File: config.mk
export PLATFORM = sky130hd
export DESIGN_NAME = prng_word_gen
export DESIGN_NICKNAME = d
export VERILOG_FILES = /design/src/rtl/prng_pkg.sv /design/src/rtl/prng_step.sv /design/src/rtl/prng_ctrl.sv /design/src/rtl/prng_datapath.sv /design/src/rtl/prng_word_gen.sv
export SDC_FILE = /design/constraint.sdc
export NUM_CORES = 1
export LEC_CHECK = 0
export CAP_MARGIN = 15
export CORE_UTILIZATION = 55
export CTS_CLUSTER_SIZE = 25
export DETAILED_ROUTE_END_ITERATION = 10
export PLACE_DENSITY = 0.85
export SLEW_MARGIN = 5
export SYNTH_ARGS = -nofsm -noshare
export SYNTH_HDL_FRONTEND = slang
export SYNTH_HIERARCHICAL = 1
export SYNTH_SLANG_ARGS = --single-unit
export TNS_END_PERCENT = 100
File: constraint.sdc
create_clock -name clk -period 1.93 [get_ports clk]
set_input_delay 0.2895 -clock clk [delete_from_list [all_inputs] [get_ports clk]]
set_output_delay 0.2895 -clock clk [all_outputs]
set_load 0.02 [all_outputs]
File: src/rtl/prng_pkg.sv
package prng_pkg;
  // Per-cycle commands from control to datapath.
  typedef struct packed {
    logic loadSeed;
    logic advance;
  } prng_strobe_t;
endpackage

File: src/rtl/prng_step.sv
// Combinational ten-step unroll of the bit-serial LFSR update.
module prng_step #(
  parameter int STATE_W  = 31,
  parameter int WORD_W   = 10,
  parameter int TAP_POS  = 28,
  parameter bit EXT_FORM = 1'b1
) (
  input  logic [STATE_W-1:0] stateIn,
  output logic [STATE_W-1:0] stateOut,
  output logic [WORD_W-1:0]  bitsOut
);
  localparam logic [STATE_W-1:0] ONE_W   = {{(STATE_W-1){1'b0}}, 1'b1};
  localparam logic [STATE_W-1:0] FB_MASK = (ONE_W << TAP_POS) | ONE_W;

  logic [STATE_W-1:0] chain [WORD_W+1];

  assign chain[0]  = stateIn;
  assign stateOut  = chain[WORD_W];

  for (genvar k = 0; k < WORD_W; k++) begin : g_stage
    // Serial output bit of step k is the MSB before the shift.
    assign bitsOut[WORD_W-1-k] = chain[k][STATE_W-1];
    if (EXT_FORM) begin : g_ext
      assign chain[k+1] = {chain[k][STATE_W-2:0],
                           chain[k][STATE_W-1] ^ chain[k][TAP_POS-1]};
    end else begin : g_int
      assign chain[k+1] = {chain[k][STATE_W-2:0], 1'b0}
                          ^ (chain[k][STATE_W-1] ? FB_MASK : '0);
    end
  end
endmodule

File: src/rtl/prng_ctrl.sv
// Control: strobe decode and word-valid tracking.
module prng_ctrl
  import prng_pkg::*;
(
  input  logic         clk,
  input  logic         rst,
  input  logic         seedLoad,
  input  logic         enable,
  output prng_strobe_t strobe,
  output logic         wordValid
);
  always_comb begin
    strobe.loadSeed = seedLoad;
    strobe.advance  = enable & ~seedLoad;   // load has priority
  end

  always_ff @(posedge clk) begin
    if (rst)                 wordValid <= 1'b0;
    else if (seedLoad)       wordValid <= 1'b0;
    else if (enable)         wordValid <= 1'b1;
  end

  a_r5_reset_valid: assert property (@(posedge clk) rst |=> !wordValid);
  a_r6_load_clears: assert property (@(posedge clk) disable iff (rst)
    seedLoad |=> !wordValid);
  a_r8_valid_rise: assert property (@(posedge clk) disable iff (rst)
    (enable && !seedLoad) |=> wordValid);
  a_r9_valid_hold: assert property (@(posedge clk) disable iff (rst)
    (!enable && !seedLoad) |=> $stable(wordValid));
endmodule

File: src/rtl/prng_datapath.sv
// Datapath: state register, zero-seed guard, output word register.
module prng_datapath
  import prng_pkg::*;
#(
  parameter int                 STATE_W       = 31,
  parameter int                 WORD_W        = 10,
  parameter int                 TAP_POS       = 28,
  parameter bit                 EXT_FORM      = 1'b1,
  parameter logic [STATE_W-1:0] FALLBACK_SEED = 31'h0000_ACE1
) (
  input  logic               clk,
  input  logic               rst,
  input  prng_strobe_t       strobe,
  input  logic [STATE_W-1:0] seedValue,
  output logic [WORD_W-1:0]  word
);
  logic [STATE_W-1:0] stateQ, stateNext, seedSafe;
  logic [WORD_W-1:0]  stepBits;

  prng_step #(
    .STATE_W (STATE_W),
    .WORD_W  (WORD_W),
    .TAP_POS (TAP_POS),
    .EXT_FORM(EXT_FORM)
  ) u_step (
    .stateIn (stateQ),
    .stateOut(stateNext),
    .bitsOut (stepBits)
  );

  assign seedSafe = (seedValue == '0) ? FALLBACK_SEED : seedValue;

  always_ff @(posedge clk) begin
    if (rst) begin
      stateQ <= FALLBACK_SEED;
      word   <= '0;
    end else if (strobe.loadSeed) begin
      stateQ <= seedSafe;
    end else if (strobe.advance) begin
      stateQ <= stateNext;
      word   <= stepBits;
    end
  end

  a_r10_never_zero: assert property (@(posedge clk) disable iff (rst)
    stateQ != '0);
  a_r9_state_hold: assert property (@(posedge clk) disable iff (rst)
    (!strobe.loadSeed && !strobe.advance) |=> ($stable(stateQ) && $stable(word)));
  a_r6_load_seed: assert property (@(posedge clk) disable iff (rst)
    (strobe.loadSeed && seedValue != '0) |=> (stateQ == $past(seedValue) && $stable(word)));
  a_r7_zero_seed: assert property (@(posedge clk) disable iff (rst)
    (strobe.loadSeed && seedValue == '0) |=> stateQ == FALLBACK_SEED);
endmodule

File: src/rtl/prng_word_gen.sv
module prng_word_gen
  import prng_pkg::*;
#(
  parameter int                 STATE_W       = 31,
  parameter int                 WORD_W        = 10,
  parameter int                 TAP_POS       = 28,
  parameter bit                 EXT_FORM      = 1'b1,
  parameter logic [STATE_W-1:0] FALLBACK_SEED = 31'h0000_ACE1
) (
  input  logic               clk,
  input  logic               rst,
  input  logic               seedLoad,
  input  logic [STATE_W-1:0] seedValue,
  input  logic               enable,
  output logic [WORD_W-1:0]  word,
  output logic               wordValid
);
  prng_strobe_t strobe;

  prng_ctrl u_ctrl (
    .clk      (clk),
    .rst      (rst),
    .seedLoad (seedLoad),
    .enable   (enable),
    .strobe   (strobe),
    .wordValid(wordValid)
  );

  prng_datapath #(
    .STATE_W      (STATE_W),
    .WORD_W       (WORD_W),
    .TAP_POS      (TAP_POS),
    .EXT_FORM     (EXT_FORM),
    .FALLBACK_SEED(FALLBACK_SEED)
  ) u_dp (
    .clk      (clk),
    .rst      (rst),
    .strobe   (strobe),
    .seedValue(seedValue),
    .word     (word)
  );
endmodule

# After elaboration in Yosys (flattened, before gate mapping)
# Index checks and enable logic that the tools add are counted.
# word_totals
register_bits	42
latch_bits	0
ram_bits	0
mem_bits_ro	0
inputBits	35
out_inout_bits	11
elab_cells	22
memories	0
# op_classes
add_sub_neg	0
multipliers	0
div	0
n_lt_le_gt_ge	0
eq_ne	0
n_shift	0
muxes	3
bitwise_logic	12
n_reduce_logical	4
# op_table
cell	n
31-bit two-way mux	3
31-bit zero test	1
1-bit XOR	10
2-bit AND reduction	1
2-bit nonzero test	1
2-bit OR reduction	1
1-bit AND	1
1-bit NOT	1

# Longest topological paths before layout
# Gate-level depths: netlist (run 1).
# depth
word_depth	4
depth_mapped	7
depth_no_buf	5

# Cells and area by module
# Netlist (run 1), hierarchy kept.
# by_module_without_submodules
mod	n_inst	cells_each	area_per_inst_um2	seq_area_each_um2
prng_datapath	1	218	1875.5	820.8
prng_step	1	41	320.3	0.0
prng_ctrl	1	5	45.0	20.0

# Least setup slack after synthesis (run 1)
# No wires, ideal clock.
# synth_timing
path_type	input to register
startpoint	input seedLoad
endpoint	register u_dp.stateQ[10]
setup_ns	0.123
arrival_time_ns	1.254
required_ns	1.807
slack_ns	0.553
stages	5
n_path_buf	2
path_cell_list	and2b_2 buf_2 buf_6 mux2_2 o32a_2
# synth_via
elab_chain_cells	3
word_cells_on_any_way	4
classes_between	mux (1); bitwise (2); reduce/logical (1)
# synth_rtl
item	line	source
start, declared	prng_word_gen.sv:12	input logic seedLoad,
1-bit NOT (no line)	n/a	
1-bit AND	prng_ctrl.sv:14	strobe.advance = enable & ~seedLoad;
2-bit nonzero test (no line)	n/a	
end signal, assigned	prng_datapath.sv:38	stateQ <= seedSafe;
end signal, assigned	prng_datapath.sv:40	stateQ <= stateNext;
end, declared	prng_datapath.sv:17	logic [STATE_W-1:0] stateQ, stateNext, seedSafe;
# Several ways; a longest one is shown, not always the timed one.
# A chain may end at the register's enable or synchronous reset.

# Final worst setup path (run 1)
# layout_timing
startpoint	input seedValue[16]
endpoint	register u_dp.stateQ[6]
# layout_via
elab_chain_cells	3
# layout_rtl
item	line	source
start, declared	prng_word_gen.sv:13	input logic [STATE_W-1:0] seedValue,
31-bit zero test	prng_datapath.sv:31	assign seedSafe = (seedValue == '0) ? FALLBACK_SEED : seedValue;
31-bit two-way mux	prng_datapath.sv:31	
31-bit two-way mux	prng_datapath.sv:37	end else if (strobe.loadSeed) begin
# No other way between the ends.

==> results of run 1 <==
## power groups by stage
stage / clock network [µW] / registers (µW) / logic, µW
after floorplan: 0 / 965 / 240
after global placement: 0 / 970 / 308
after detailed placement: 0 / 972 / 312
after CTS: 529 / 952 / 313
after global routing: 572 / 958 / 343
final: 516 / 953 / 315
## sequential cells by signal, indices dropped and copies added, names as in the netlist
name,count
u_ctrl/wordValid,1
u_dp/word,10
u_dp/stateQ,31
## cell usage in the layout, fill, tap and decap left out, types with 7 or more instances in the layout
master	count
sky130_fd_sc_hd__a21oi_1	33
sky130_fd_sc_hd__nor4_1	7
sky130_fd_sc_hd__xor2_1	10
sky130_fd_sc_hd__nor2_1	47
sky130_fd_sc_hd__nand2b_1	9
sky130_fd_sc_hd__mux2i_1	23
sky130_fd_sc_hd__clkdlybuf4s50_1	44
sky130_fd_sc_hd__nand2_1	20
sky130_fd_sc_hd__dfxtp_1	42
sky130_fd_sc_hd__mux2_2	8
sky130_fd_sc_hd__o32a_2	8
## stage by stage
stage | power, µW | utilization, % | cells
final | 1784 | 68.15 | 322
after global routing | 1873 | 68.15 | 322
after CTS | 1794 | 68.15 | 322
after detailed placement | 1284 | 66.12 | 315
after global placement | 1278 | 66.12 | 315
after floorplan | 1205 | - | 264
## final cells by class
| class | instances | area [µm²] |
|---|---|---|
| flip-flops and latches | 42 | 840.8 |
| clock buffers | 7 | 76.32 |
| well taps | 48 | 60.06 |
| multi-input cells | 173 | 1070 |
| fillers | 319 | 1201 |
| repair buffers | 52 | 523.0 |
## worst max-delay path, cell delays in order
cell                              delay [ns]
sky130_fd_sc_hd__clkdlybuf4s50_1        0.43
sky130_fd_sc_hd__nor4_1                 0.41
sky130_fd_sc_hd__nand4_1                0.26
sky130_fd_sc_hd__nor2_4                 0.25
sky130_fd_sc_hd__o32a_2                 0.18
## logic make-up after synthesis
family	after synthesis	share of synthesized area [%]
flip-flops	42	37.52
buffers and inverters	49	14.74
AO/OA/AOI/OAI	41	11.39
multiplexers	31	14.29
XOR/XNOR	10	3.908
AND/OR/NAND/NOR	91	18.15
## final timing paths
check / end / slack (ns) / cells past startpoint
hold reg to reg: u_dp/word[9] / 0.45 / 2
hold / removal: u_dp/word[9] / 0.45 / 2
setup / recovery: u_dp/stateQ[6] / 0.35 / 5
setup reg to reg: u_dp/stateQ[7] / 0.81 / 3
## metal layers
metal / vias up / wire length [µm]
li1: 883 / -
met5: - / 0
met4: 0 / 48
met3: 5 / 191
met2: 48 / 2074
met1: 768 / 2170
==> flow_metrics.tcl, run 1 <==
set metrics [dict create \
    status "completed" \
    worst_skew_pair.late_latency_ns 0.29 \
    grt_antenna_before_repair 0 \
    clock_tree.root_cell "sky130_fd_sc_hd__clkbuf_8" \
    clk_pin_slew_worst_paths_ns 0.07 \
    postCtsResizedCells 0 \
    cts.repair_timing.setup_buffer_count 0 \
    groute.layer.met3.usage_pct 4.138 \
    critical_path_required_ns 2.17 \
    synth.top_cell.area_share_pct 37.52 \
    drv.max_cap_violation_count 0 \
    ys_top_cells_by_area "sky130_fd_sc_hd__dfxtp_1 38%, sky130_fd_sc_hd__buf_4 11%, sky130_fd_sc_hd__mux2i_1 10%" \
    max_freq_ghz 0.6335 \
    clock_tree_from_tritoncts "done" \
    endpoint_kind "flop" \
    synth_area_mm2 0.002241 \
    cts_made_buffers 5 \
    finalMaxSlewViolations 0 \
    seq_power_share_pct 53.4 \
    floorplan.die.height_um 65.83 \
    die_width_um 65.83 \
    synth.cells.most_frequent "47 x sky130_fd_sc_hd__nor2_1, 42 x sky130_fd_sc_hd__dfxtp_1, 34 x sky130_fd_sc_hd__buf_4, 33 x sky130_fd_sc_hd__a21oi_1, 23 x sky130_fd_sc_hd__mux2i_1" \
    cts.sink_count 42 \
    tightestPinTransition_ns 0.3811 \
    holdBufCountCts 0 \
    ctsHtreeMaxLevel 2 \
    drt_iter0_drc 111 \
    synth.yosys.seq_area_share_pct 37.52 \
    use_met2_pct 36.73 \
    final_layout_size_suffix_gt1_share_pct 11.68 \
    floorplan.io_pins 46 \
    max_slew_margin_pct 74.36 \
    synth_cells 264 \
    power.combinational.fraction_pct 17.6 \
    final_net_count 309 \
    wirelength_um 4484 \
    rsz0062_at_grt "false" \
    power_report.internal_total_uw 1338 \
    start_kind "input pin" \
    min_from "u_dp/word[9]" \
    place_hpwl_um 3327 \
    setup-violations-final 0 \
    drc 0 \
    placement.setup.worst_slack_ns 0.09235 \
    post-synth-top-count-cell "sky130_fd_sc_hd__nor2_1" \
    initial_utilization_pct 59.42 \
    power.density_mw_per_mm2 694.3 \
    synth.lib_cells_used.distinct 22 \
    r2r_start "u_dp/stateQ[25]" \
    layout_setup_ws_ns 0.3516 \
    cp_max_fo 8 \
    placement.cell_area_mm2 0.002494 \
    netSwitchingFraction_pct 25.00 \
    p_switching_uw 446.1 \
    ys_async_sr_fraction_pct 0 \
    crit_path_start "seedValue[16]" \
    overflow 0 \
    routed-via-count 1704 \
    die_area_mm2 0.004334 \
    groute.usage.overall_pct 22.71 \
    final_standard_cell_area_without_fillers_mm2 0.002570 \
    core_mm2 0.003771 \
    synth_enable_flop_cells 0 \
    area_growth_pct 14.68 \
    arrival_ns 1.82 \
    globalplace.congestion 0.7996 \
    ys.flop_type "sky130_fd_sc_hd__dfxtp_1" \
    worst_hold_slack_ns 0.4534 \
    layout_worst_path_cycle_share_pct 81.78 \
    gr-max-usage-layer "met2" \
    drtPass1Iterations 4 \
    power_frac_clock_pct 28.9 \
    via_count_of_the_first_global_routing_pass 1514 \
    vdd_drop_max_uv 452.8 \
    detailed_route_vias_per_instance 5.292 \
    hold_viol_final 0 \
    port-buffer-count 45 \
    synth.net_count 299 \
    synth_warnings 6 \
    grt.met1_usage_pct 29.95 \
    placementRows 22 \
    cts-root-to-sink-buffers 2 \
    grt_max_degree 59 \
    wl_per_cell_um 13.93 \
    drt.antenna.violating_nets 0 \
    syn_area_per_cell_um2 8.488 \
    holdCritPathClass "reg2reg" \
    grt_first_pass_wirelength_um 7251 \
    timing.setup.critical_path_class "in2reg" \
    finalClockSkew_ns 0.003419 \
    min_period_ns 1.578 \
    fin_setup_tns_ns 0 \
    power_leakage_uw 0.0009686 \
    postSynthRegisterBits 42 \
    netlist.top_cell.by_area "sky130_fd_sc_hd__dfxtp_1" \
    n_antenna_cell 0 \
]
Note: power is estimated with default switching activity, not from simulation.
==> run 2, diff against run 1 <==
--- a/config.mk
+++ b/config.mk
@@ -6,10 +6,10 @@
 export NUM_CORES = 1
 export LEC_CHECK = 0
 export CAP_MARGIN = 15
-export CORE_UTILIZATION = 55
+export CORE_UTILIZATION = 46
 export CTS_CLUSTER_SIZE = 25
 export DETAILED_ROUTE_END_ITERATION = 10
-export PLACE_DENSITY = 0.85
+export PLACE_DENSITY = 0.76
 export SLEW_MARGIN = 5
 export SYNTH_ARGS = -nofsm -noshare
 export SYNTH_HDL_FRONTEND = slang
==> constraint.sdc (replaced) <==
create_clock -name clk -period 1.36 [get_ports clk]
set_input_delay 0.204 -clock clk [delete_from_list [all_inputs] [get_ports clk]]
set_output_delay 0.204 -clock clk [all_outputs]
set_load 0.02 [all_outputs]
==> run 2 against run 1 <==
Compared with the run above:
- largest cell class unchanged
- sequential power grew 42%
- sequential cell count unchanged
- wire length up 9.9%
- global-route usage fell by 1.7 points
==> flow_metrics.tcl, run 2 (synthesis gave the netlist of run 1 again) <==
set metrics [dict create \
    finalClockSkew_ns 0.01066 \
    final_layout_size_suffix_gt1_share_pct 20.75 \
    clock_tree_from_tritoncts "done" \
    detailed_route_vias_per_instance 5.181 \
    place.detailed.instances 340 \
    overflow 0 \
    r2r_start "u_dp/stateQ[26]" \
    floorplan.io_pins 46 \
    biggestRegsByFlops "u_dp/stateQ x31, u_dp/word x10, u_ctrl/wordValid x1" \
    clock_tree.root_cell "sky130_fd_sc_hd__clkbuf_8" \
    die_area_mm2 0.005155 \
    floorplan.die.height_um 71.80 \
    max_freq_ghz 0.7546 \
    grt_antenna_before_repair 0 \
    drtPass1Iterations 4 \
    power_leakage_uw 0.001253 \
    worst_skew_pair.late_latency_ns 0.31 \
    die_width_um 71.80 \
    p_total_uw 2843 \
    wl_per_cell_um 14.16 \
    mostFrequentLayoutCells "47 x sky130_fd_sc_hd__nor2_1, 42 x sky130_fd_sc_hd__dfxtp_1, 33 x sky130_fd_sc_hd__a21oi_1" \
    status "completed" \
    critical-path-slowest-cell "sky130_fd_sc_hd__clkdlybuf4s50_1" \
    holdCritPathClass "in2reg" \
    min_from "seedValue[2]" \
    power.density_mw_per_mm2 1000 \
    critical_path_required_ns 1.61 \
    port-buffer-count 45 \
    ctsHtreeMaxLevel 2 \
    clk_pin_slew_worst_paths_ns 0.08 \
    vdd_drop_max_uv 742.0 \
    final_net_count 328 \
    critical_path.cell_chain "clkdlybuf4s50_1, nor4_2, nand4_1, nor2_4, o32a_4" \
    hold_viol_final 0 \
    via_count_of_the_first_global_routing_pass 1708 \
    n_antenna_cell 0 \
    layout_worst_path_cycle_share_pct 97.44 \
    routed-via-count 1803 \
    cts-root-to-sink-buffers 2 \
    place_hpwl_um 3473 \
    placementRows 25 \
    initial_utilization_pct 47.76 \
    max_slew_margin_pct 77.10 \
    regMostFlops "u_dp/stateQ" \
    placement.cell_area_mm2 0.002644 \
    setup-violations-final 0 \
    grt_first_pass_wirelength_um 8162 \
    largest_reg_flops 31 \
    drc 0 \
    cts.sink_count 42 \
    wirelength_um 4927 \
    worst_hold_slack_ns 0.2265 \
    finalMaxSlewViolations 0 \
    groute.usage.overall_pct 20.97 \
    arrival_ns 1.57 \
    min_period_ns 1.325 \
    postLayoutCoreUtil_pct 60.56 \
    endpoint_kind "flop" \
    area_growth_pct 26.80 \
    drv.max_cap_violation_count 0 \
    cts.repair_timing.setup_buffer_count 0 \
    tightestPinTransition_ns 0.3434 \
    core_mm2 0.004692 \
    crit_path_start "seedValue[20]" \
    drt_iter0_drc 169 \
    maximum_cell_stage_delay_along_the_critical_path_ns 0.45 \
    fin_cells 348 \
    cp_max_fo 8 \
    timing.setup.critical_path_class "in2reg" \
    globalplace.congestion 0.8114 \
    layout_commonest_cell "sky130_fd_sc_hd__nor2_1" \
    start_kind "input pin" \
    final_standard_cell_area_without_fillers_mm2 0.002841 \
    grt_max_degree 59 \
    nFillCells 420 \
    cts_made_buffers 5 \
    drt.antenna.violating_nets 0 \
]
run 2: cell count changes in the layout (fill, tap and decap cells not counted), sizes merged:
cell | before | now
buf | 8 | 27
bufinv | 0 | 1
clkbuf | 7 | 6
clkdlybuf4s50 | 44 | 13
clkinvlp | 0 | 1
dlygate4sd2 | 0 | 20
dlymetal6s2s | 0 | 11
run 2: power by group:
part	internal, µW	leakage (µW)	switching (µW)
clock network	548	0.0000514	446
logic	275	0.000856	220
registers	1300	0.000345	57.4
total	2120	0.00125	724
run 2: final timing paths:
path | to | slack [ns] | depth (start not counted)
setup / recovery | u_dp/stateQ[5] | 0.03 | 5
hold / removal | u_dp/stateQ[2] | 0.23 | 3
setup reg to reg | u_dp/stateQ[5] | 0.16 | 3
hold reg to reg | u_dp/word[8] | 0.45 | 2
run 2: per-layer routing:
metal | share of wire, % | routed length, µm | track usage, %
met1 | 47 | 2338 | 27.88
met2 | 45 | 2223 | 32.81
met3 | 5.3 | 261 | 3.938
met4 | 2.1 | 104 | 10.02
met5 | 0 | 0 | 0
run 2: layout make-up:
| type | count | area, µm² | area share [%] |
|---|---|---|---|
| clock buffers | 6 | 72.57 | 2.554 |
| clock inverters | 2 | 37.54 | 1.321 |
| multi-input cells | 173 | 1151 | 40.51 |
| flip-flops and latches | 42 | 840.8 | 29.59 |
| well taps | 54 | 67.56 | 2.378 |
| repair buffers | 71 | 671.9 | 23.65 |
run 2: timing repair:
| action | 4_1_cts | 5_1_grt |
|---|---|---|
| resized for setup | 28 | 16 |
| gates cloned | 0 | 0 |
| pin swaps | 8 | 11 |
| endpoints found under the setup margin | 43 | 8 |
| hold buffers | 0 | 0 |
run 2: worst max-delay path: cells and delay by family:
kind / cells / cell delay [ns]
AND/OR/NAND/NOR: 3 / 0.71
buffers and inverters: 1 / 0.45
AO/OA/AOI/OAI: 1 / 0.20
run 2: per-stage QoR:
step	setup WS (ns)	setup TNS (ns)
CTS	0.009702	0
detailed placement	-0.4257	-14.15
floorplan	0.06848	0
global placement	-0.4013	-13.11
global route	-0.005655	-0.005655
finish	0.03480	0
